`config.mk`:
```
export PLATFORM = sky130hd
export DESIGN_NAME = scl_timebase
export DESIGN_NICKNAME = d
export VERILOG_FILES = /design/src/rtl/scl_pkg.sv /design/src/rtl/scl_period_reg.sv /design/src/rtl/scl_prescaler.sv /design/src/rtl/scl_phase_seq.sv /design/src/rtl/scl_timebase.sv
export SDC_FILE = /design/constraint.sdc
export NUM_CORES = 1
export LEC_CHECK = 0
export BUFFER_PORTS_ARGS = -buffer_cell sky130_fd_sc_hd__buf_4
export CORE_ASPECT_RATIO = 1.75
export CORE_MARGIN = 8
export CORE_UTILIZATION = 56
export DETAILED_ROUTE_END_ITERATION = 8
export PLACE_DENSITY_LB_ADDON = 0.12
export SLEW_MARGIN = 20
export SYNTH_ARGS = -nofsm -noshare
export SYNTH_HDL_FRONTEND = slang
export SYNTH_SLANG_ARGS = --single-unit
```
`constraint.sdc`:
```
create_clock -name clk -period 2.52 [get_ports clk]
set_input_delay 0.504 -clock clk [delete_from_list [all_inputs] [get_ports clk]]
set_output_delay 0.504 -clock clk [all_outputs]
set_load 0.01 [all_outputs]
```
`src/rtl/scl_pkg.sv`:
```
package scl_pkg;
  typedef enum logic { PH_LOW = 1'b0, PH_HIGH = 1'b1 } scl_phase_e;

  // Width of a counter that must hold values 0..n-1
  function automatic int cnt_width(input int n);
    return (n <= 2) ? 1 : $clog2(n);
  endfunction
endpackage

```
`src/rtl/scl_period_reg.sv`:
```
module scl_period_reg #(
  parameter int TPR_W     = 7,
  parameter int TPR_RESET = 1
) (
  input  logic             clk,
  input  logic             rst_n,
  input  logic             wr_en,
  input  logic [TPR_W:0]   wr_data,
  output logic [TPR_W-1:0] tpr_q
);
  logic             guard;
  logic [TPR_W-1:0] field;
  logic [TPR_W-1:0] clamped;

  assign guard   = wr_data[TPR_W];
  assign field   = wr_data[TPR_W-1:0];
  // zero is outside the legal range; promote to the smallest legal value
  assign clamped = (field == '0) ? TPR_W'(1) : field;

  always_ff @(posedge clk or negedge rst_n) begin
    if (!rst_n)                 tpr_q <= TPR_W'(TPR_RESET);
    else if (wr_en && !guard)   tpr_q <= clamped;
  end
endmodule

```
`src/rtl/scl_prescaler.sv`:
```
module scl_prescaler #(
  parameter int TPR_W     = 7,
  parameter int TPR_RESET = 1
) (
  input  logic             clk,
  input  logic             rst_n,
  input  logic             run_en,
  input  logic             advance,
  input  logic             reload,
  input  logic [TPR_W-1:0] tpr_next,
  output logic             unit_start,
  output logic             unit_end
);
  localparam int PC_W = TPR_W + 1;

  logic [TPR_W-1:0] tpr_act;
  logic [PC_W-1:0]  pcnt;
  logic [PC_W-1:0]  limit;

  // one step lasts 2*(1+T) clocks: count 0 .. 2T+1
  assign limit      = {tpr_act, 1'b1};
  assign unit_start = (pcnt == '0);
  assign unit_end   = (pcnt == limit);

  always_ff @(posedge clk or negedge rst_n) begin
    if (!rst_n)            pcnt <= '0;
    else if (!run_en)      pcnt <= '0;
    else if (advance)      pcnt <= unit_end ? '0 : pcnt + 1'b1;
  end

  always_ff @(posedge clk or negedge rst_n) begin
    if (!rst_n)       tpr_act <= TPR_W'(TPR_RESET);
    else if (reload)  tpr_act <= tpr_next;
  end
endmodule

```
`src/rtl/scl_phase_seq.sv`:
```
module scl_phase_seq
  import scl_pkg::*;
#(
  parameter int LOW_UNITS   = 6,
  parameter int HIGH_UNITS  = 4,
  parameter int DRIVE_UNIT  = 3,
  parameter int SAMPLE_UNIT = 8
) (
  input  logic clk,
  input  logic rst_n,
  input  logic run_en,
  input  logic hold,
  input  logic scl_in,
  input  logic unit_start,
  input  logic unit_end,
  output logic advance,
  output logic period_end,
  output logic scl_out,
  output logic drive_tick,
  output logic sample_tick,
  output logic period_tick
);
  localparam int TOTAL  = LOW_UNITS + HIGH_UNITS;
  localparam int UC_W   = cnt_width(TOTAL);
  localparam logic [UC_W-1:0] LAST_U   = UC_W'(TOTAL - 1);
  localparam logic [UC_W-1:0] HIGH_U   = UC_W'(LOW_UNITS);
  localparam logic [UC_W-1:0] DRIVE_U  = UC_W'(DRIVE_UNIT);
  localparam logic [UC_W-1:0] SAMPLE_U = UC_W'(SAMPLE_UNIT);

  logic [UC_W-1:0] ucnt;
  scl_phase_e      phase;
  logic            stall;
  logic            step_start;

  assign phase      = (ucnt >= HIGH_U) ? PH_HIGH : PH_LOW;
  // a target holding the line low during our high phase stretches it
  assign stall      = hold || (phase == PH_HIGH && !scl_in);
  assign advance    = run_en && !stall;
  assign period_end = unit_end && (ucnt == LAST_U);
  assign step_start = advance && unit_start;

  assign scl_out     = !run_en || (phase == PH_HIGH);
  assign period_tick = step_start && (ucnt == '0);
  assign drive_tick  = step_start && (ucnt == DRIVE_U);
  assign sample_tick = step_start && (ucnt == SAMPLE_U);

  always_ff @(posedge clk or negedge rst_n) begin
    if (!rst_n)                    ucnt <= '0;
    else if (!run_en)              ucnt <= '0;
    else if (advance && unit_end)  ucnt <= (ucnt == LAST_U) ? '0 : ucnt + 1'b1;
  end
endmodule

```
`src/rtl/scl_timebase.sv`:
```
module scl_timebase #(
  parameter int TPR_W      = 7,
  parameter int TPR_RESET  = 1,
  parameter int LOW_UNITS  = 6,
  parameter int HIGH_UNITS = 4,
  parameter int DRIVE_UNIT = 3
) (
  input  logic             clk,
  input  logic             rst_n,
  input  logic             run_en,
  input  logic             hold,
  input  logic             scl_in,
  input  logic             prd_wr,
  input  logic [TPR_W:0]   prd_wdata,
  output logic             scl_out,
  output logic             drive_tick,
  output logic             sample_tick,
  output logic             period_tick
);
  localparam int SAMPLE_UNIT = LOW_UNITS + HIGH_UNITS / 2;

  logic [TPR_W-1:0] tpr_shadow;
  logic             advance;
  logic             period_end;
  logic             unit_start;
  logic             unit_end;
  logic             reload;

  // the value in use is refreshed while idle or on the wrapping edge
  assign reload = !run_en || (advance && period_end);

  scl_period_reg #(.TPR_W(TPR_W), .TPR_RESET(TPR_RESET)) u_preg (
    .clk     (clk),
    .rst_n   (rst_n),
    .wr_en   (prd_wr),
    .wr_data (prd_wdata),
    .tpr_q   (tpr_shadow)
  );

  scl_prescaler #(.TPR_W(TPR_W), .TPR_RESET(TPR_RESET)) u_pre (
    .clk        (clk),
    .rst_n      (rst_n),
    .run_en     (run_en),
    .advance    (advance),
    .reload     (reload),
    .tpr_next   (tpr_shadow),
    .unit_start (unit_start),
    .unit_end   (unit_end)
  );

  scl_phase_seq #(
    .LOW_UNITS   (LOW_UNITS),
    .HIGH_UNITS  (HIGH_UNITS),
    .DRIVE_UNIT  (DRIVE_UNIT),
    .SAMPLE_UNIT (SAMPLE_UNIT)
  ) u_seq (
    .clk         (clk),
    .rst_n       (rst_n),
    .run_en      (run_en),
    .hold        (hold),
    .scl_in      (scl_in),
    .unit_start  (unit_start),
    .unit_end    (unit_end),
    .advance     (advance),
    .period_end  (period_end),
    .scl_out     (scl_out),
    .drive_tick  (drive_tick),
    .sample_tick (sample_tick),
    .period_tick (period_tick)
  );
endmodule

```
; Yosys cells after proc, flatten, opt, wreduce, memory -nomap -nowiden
; Index checks and enable logic that the tools add are counted.
; W data, S select, Z words.
[op_classes]
n_addsub = 2
n_reduce_logical = 20
muxes = 8
n_lt_le_gt_ge = 1
n_eq_ne = 6
[op_table]
columns = cell, count
row1 = $mux W8, 3
row2 = $mux W4, 3
row3 = $logic_and A1 B1 Y1, 10
row4 = $add A8 B1 Y8 const B, 1
row5 = $eq A4 B4 Y1 const B, 2
row6 = $eq A8 B8 Y1, 1
row7 = $logic_not A8 Y1, 1
row8 = $logic_not A7 Y1, 1
row9 = $mux W7, 1
row10 = $add A4 B1 Y4 const B, 1
row11 = $eq A4 B2 Y1 const B, 1
row12 = $ge A4 B3 Y1 const B, 1
row13 = $logic_not A1 Y1, 4
row14 = $logic_not A4 Y1, 1
row15 = $ne A2 B1 Y1 const B, 2
row16 = $logic_or A1 B1 Y1, 3
row17 = $mux W1, 1
[word_totals]
reg_bits = 26
in_bits = 14
out_inout_bits = 4
word_cells = 41

; Longest topological paths before layout
[depth]
depth_word = 9
ltp_mapped = 7

; By module
; Synthesis repeated with hierarchy kept, for this count alone.
[hier_totals]
cells_unflattened = 139
hier_area_um2 = 1565.3
[by_module_without_submodules]
columns = module, n_inst, area_each_um2, cells_each, seq_area_each_um2
row1 = scl_prescaler, 1, 897.1, 74, 376.6
row2 = scl_phase_seq, 1, 340.3, 44, 100.1
row3 = scl_period_reg, 1, 317.8, 20, 176.4
row4 = scl_timebase, 1, 10.0, 1, 0.0

; Least setup slack after synthesis
; No wires, ideal clock.
[synth_path]
path_type = register to output
start = register u_seq.ucnt[1]
end = output period_tick
path_stages_with_launch = 8
arrival_ns = 1.647
setup_slack_ns = 0.369
cell_sequence = dfrtp_1 > buf_2 > a21oi_1 > o21ba_2 > buf_4 > nand3_1 > or3_1 > nor3_1
[synth_between]
elab_chain_len = 8
[synth_lines]
columns = element, line_no
row1 = start: declaration, scl_phase_seq.sv:30  ; logic [UC_W-1:0] ucnt;
row2 = start signal: assignment, scl_phase_seq.sv:50  ; else if (advance && unit_end) ucnt <= (ucnt == LAST_U) ? '0 : ucnt + 1'b1;
row3 = $ge A4 B3 Y1, scl_phase_seq.sv:35  ; assign phase = (ucnt >= HIGH_U) ? PH_HIGH : PH_LOW;
row4 = $mux W1, scl_phase_seq.sv:35
row5 = $logic_and A1 B1 Y1, scl_phase_seq.sv:37  ; assign stall = hold || (phase == PH_HIGH && !scl_in);
row6 = $logic_or A1 B1 Y1, scl_phase_seq.sv:37
row7 = $logic_not A1 Y1, scl_phase_seq.sv:38  ; assign advance = run_en && !stall;
row8 = $logic_and A1 B1 Y1, scl_phase_seq.sv:38
row9 = $logic_and A1 B1 Y1, scl_phase_seq.sv:40  ; assign step_start = advance && unit_start;
row10 = $logic_and A1 B1 Y1 *, scl_phase_seq.sv:43  ; assign period_tick = step_start && (ucnt == '0);
row11 = end: declaration, scl_timebase.sv:18  ; output logic period_tick
; Mark *: on every way between the ends. The rest lies on a longest branch, timed or not.

; Worst setup path in the final report
[layout_path]
start = register u_pre.pcnt[2]
end = output period_tick
[layout_between]
elab_chain_len = 3
[layout_lines]
columns = element, line_no
row1 = start: declaration, scl_prescaler.sv:17  ; logic [PC_W-1:0] pcnt;
row2 = start signal: assignment, scl_prescaler.sv:28  ; else if (advance) pcnt <= unit_end ? '0 : pcnt + 1'b1;
row3 = $logic_not A8 Y1, scl_prescaler.sv:22  ; assign unit_start = (pcnt == '0);
row4 = $logic_and A1 B1 Y1, scl_phase_seq.sv:40
row5 = $logic_and A1 B1 Y1, scl_phase_seq.sv:43
; Every way passes these cells.

==> results.sh <==
export IMPL_status="completed"
export IMPL_yosysWarnings=0
export IMPL_viasPerCell=6.22
export IMPL_setup_viol=0
export IMPL_ant_nets=0
export IMPL_yosysUniqueCellTypes=34
export IMPL_synth_flop_cell="dfrtp_1"
export IMPL_grt_pass1_vias=1173
export IMPL_drive_gt1_share_pct=29.8
export IMPL_dieHeight_um=82.3
export IMPL_diodes=0
export IMPL_vdd_drop_max_uv=380
export IMPL_yosys_area_share_adder_pct=1.78
export IMPL_rows=24
export IMPL_total_power_mw=0.892
export IMPL_drt_pass1_iter_count=4
export IMPL_worstPathMaxFanout=6
export IMPL_regArea_um2=654
export IMPL_final_nets=178
export IMPL_multi_input_area_um2=707
export IMPL_wirelength_um=3040
export IMPL_yosys_area_top_type_share_pct=42.7
export IMPL_cp_start_kind="register"
export IMPL_dpl_cell_count=179
export IMPL_wl_per_cell_um=16.2
export IMPL_syn_num_nets=156
export IMPL_worst_setup_path_end_kind="output port"
export IMPL_grt_overflow_total=0
export IMPL_cts_clk_slew_worst_paths_ns=0.08
export IMPL_cts_tree="done"
export IMPL_synth_area_leader_cell="dfrtp_1"
export IMPL_worstPathArrival_ns=1.86
export IMPL_start_util_pct=57.8
export IMPL_dr_total_vias=1164
export IMPL_grt_setup_unrepaired="no"
export IMPL_drv_slew=0
export IMPL_fin_worst_skew_ns=0.00290
export IMPL_clock_sinks=26
export IMPL_synthTopCellsByCount="24 x dfrtp_1, 13 x mux2_2, 12 x o21ai_0"
export IMPL_yosys_top_cells_area="dfrtp_1 43%, mux2_2 10%, xnor2_1 5.0%"
export IMPL_num_io_pins=18
export IMPL_post_synth_top_count_cell="dfrtp_1"
export IMPL_htree_num_levels=1
export IMPL_async_flop_share_pct=100
export IMPL_synth_mux_area_share_pct=10.4
export IMPL_ys_seq_area_share_pct=46.5
export IMPL_gp_congestion=0.905
export IMPL_min_period_ns=2.36
export IMPL_drtIter0Drc=24
export IMPL_drv_max_cap_violation_count=0
export IMPL_synth_compound_area_share_pct=13.5
export IMPL_grt_usage_pct=15.2
export IMPL_synthToLayoutAreaGrowth_pct=17.5
export IMPL_clock_latency_ns=0.26
export IMPL_final_cells=187
export IMPL_antenna_found_initial=0
export IMPL_hp_class="input pin to async pin"
export IMPL_cts_made_buffers=3
export IMPL_io_buffers=17
export IMPL_max_freq_mhz=423
export IMPL_die_w_um=53.9
export IMPL_synth_cells=140
export IMPL_pwr_density_cell_mw_per_mm2=540
export IMPL_syn_area_mm2=0.00141
export IMPL_fill_cells=187
export IMPL_crit_path_start="u_pre.pcnt[2]$_DFFE_PN0P_"
export IMPL_synth_top_family_by_area="simple AND/OR/NAND/NOR gates"
export IMPL_worstMarginPinSlew_ns=0.740
export IMPL_grt_max_degree=27
export IMPL_cts_path_max_buffers=2
export IMPL_synth_edf_count=0
export IMPL_final_period_utilization_pct=93.8
export IMPL_slew_headroom_pct=50.5
export IMPL_fin_setup_tns_ns=0
export IMPL_rr_startpoint="u_pre.tpr_act[0]$_DFFE_PN1P_"
export IMPL_ctsHoldBuffers=0
export IMPL_yosys_area_share_simple_pct=18.9
export IMPL_drc=0
export IMPL_syn_area_per_cell_um2=10.0
export IMPL_p_leak_nw=0.703
export IMPL_core_area_mm2=0.00243
export IMPL_die_area_mm2=0.00443
export IMPL_ys_ff_latch=26
export IMPL_dp_hpwl_um=2330
export IMPL_cts_root_buf="clkbuf_8"
export IMPL_hold_viol_final=0
export IMPL_crit_type="register to output port"
export IMPL_synth_xor_area_share_pct=4.99
export IMPL_ff2ff_setup_slack_ns=0.45
export IMPL_grt_pass1_wl_um=5150
export IMPL_worstPathRequired_ns=2.02
## layout by cell type (no fill, tap or decap)
cell / netlist / layout
dfrtp_2: 0 / 1
o21ai_0: 12 / 12
nand2_1: 11 / 11
o21ba_4: 0 / 1
inv_1: 5 / 5
o211ai_1: 2 / 2
and2_1: 1 / 1
o41ai_4: 1 / 1
xnor2_1: 8 / 8
o31a_1: 1 / 1
and3_1: 4 / 4
nor4_1: 5 / 5
or3_1: 2 / 2
dfrtp_1: 24 / 23
nand2_2: 1 / 1
dfstp_2: 2 / 2
nor2_1: 8 / 8
ha_1: 2 / 2
clkinv_1: 1 / 1
or4_1: 2 / 2
nor3_1: 2 / 2
clkbuf_8: 0 / 4
or2_1: 1 / 1
nand3_1: 6 / 6
a21oi_2: 0 / 1
a22oi_1: 1 / 1
o31ai_1: 2 / 2
nor4b_1: 3 / 3
mux2_2: 13 / 13
o21bai_1: 1 / 1
a311oi_1: 1 / 1
buf_4: 1 / 24
a21oi_1: 6 / 5
nand2b_1: 1 / 1
nand4_1: 3 / 3
## state kept, by name (all words and copies together), names as in the netlist
register       cells
u_seq.ucnt         4
u_pre.tpr_act      7
u_preg.tpr_q       7
u_pre.pcnt         8
## report_power, final
group / switching (mW) / internal (mW) / total [mW]
sequential: 0.0309 / 0.463 / 0.494
combinational: 0.0581 / 0.0792 / 0.137
clock: 0.122 / 0.139 / 0.261
total: 0.211 / 0.681 / 0.892
## worst paths after layout
kind | cells after the start | endpoint
max | 5 | period_tick
min | 1 | u_pre.pcnt[7]$_DFFE_PN0P_
max reg2reg | 6 | u_pre.tpr_act[3]$_DFFE_PN0P_
min reg2reg | 2 | u_preg.tpr_q[0]$_DFFE_PN1P_
max in group asynchronous | 1 | u_pre.tpr_act[0]$_DFFE_PN1P_
min in group clk | 2 | u_preg.tpr_q[1]$_DFFE_PN0P_
## stage by stage
step | setup slack, ns | area (um^2) | utilization (%) | hold WS (ns)
6_report | 0.156 | 1650 | 67.9 | 0.124
4_1_cts | 0.0127 | 1610 | 66.2 | 0.133
5_1_grt | 0.00419 | 1650 | 67.9 | 0.143
2_1_floorplan | 0.369 | 1410 | - | 0.208
3_3_place_gp | 0.316 | 1560 | 63.9 | 0.428
3_5_place_dp | 0.294 | 1560 | 63.9 | 0.426
## cells by family after synthesis
| logic type | Yosys count |
|---|---|
| buf+inv | 13 |
| simple gates | 50 |
| mux | 13 |
| flops | 26 |
| xor+xnor | 8 |
| fa+ha+maj | 2 |
| compound gates | 28 |
## timing repair
item | 4_1_cts | 5_1_grt
endpoints found under the setup margin | 0 | 2
setup buffers | 0 | 4
resized for setup | 0 | 3
## area by class of cell
cell class,count,area share (%)
inverter,6,1.36
sequential,26,39.6
clock buffer,4,3.33
tap,26,1.97
timing repair buffer,24,10.9
multi-input combinational,101,42.8
## critical path: stages, from the launching register on
cell and delay [ns]:
dfrtp_1 0.46, nor4_1 0.35, nand3_1 0.14, or3_1 0.35
nor3_1 0.14, buf_4 0.15
## metal layers
metal	vias to the layer above	routed length [um]	share of wire, %	GRT usage (%)
li1	547	-	-	-
met5	-	0	0	0
met1	567	1090	36	15.4
met2	38	1660	55	26.7
met4	0	127	4.2	10.2
met3	12	162	5.3	2.87
Note: power is estimated with default switching activity, not from simulation.
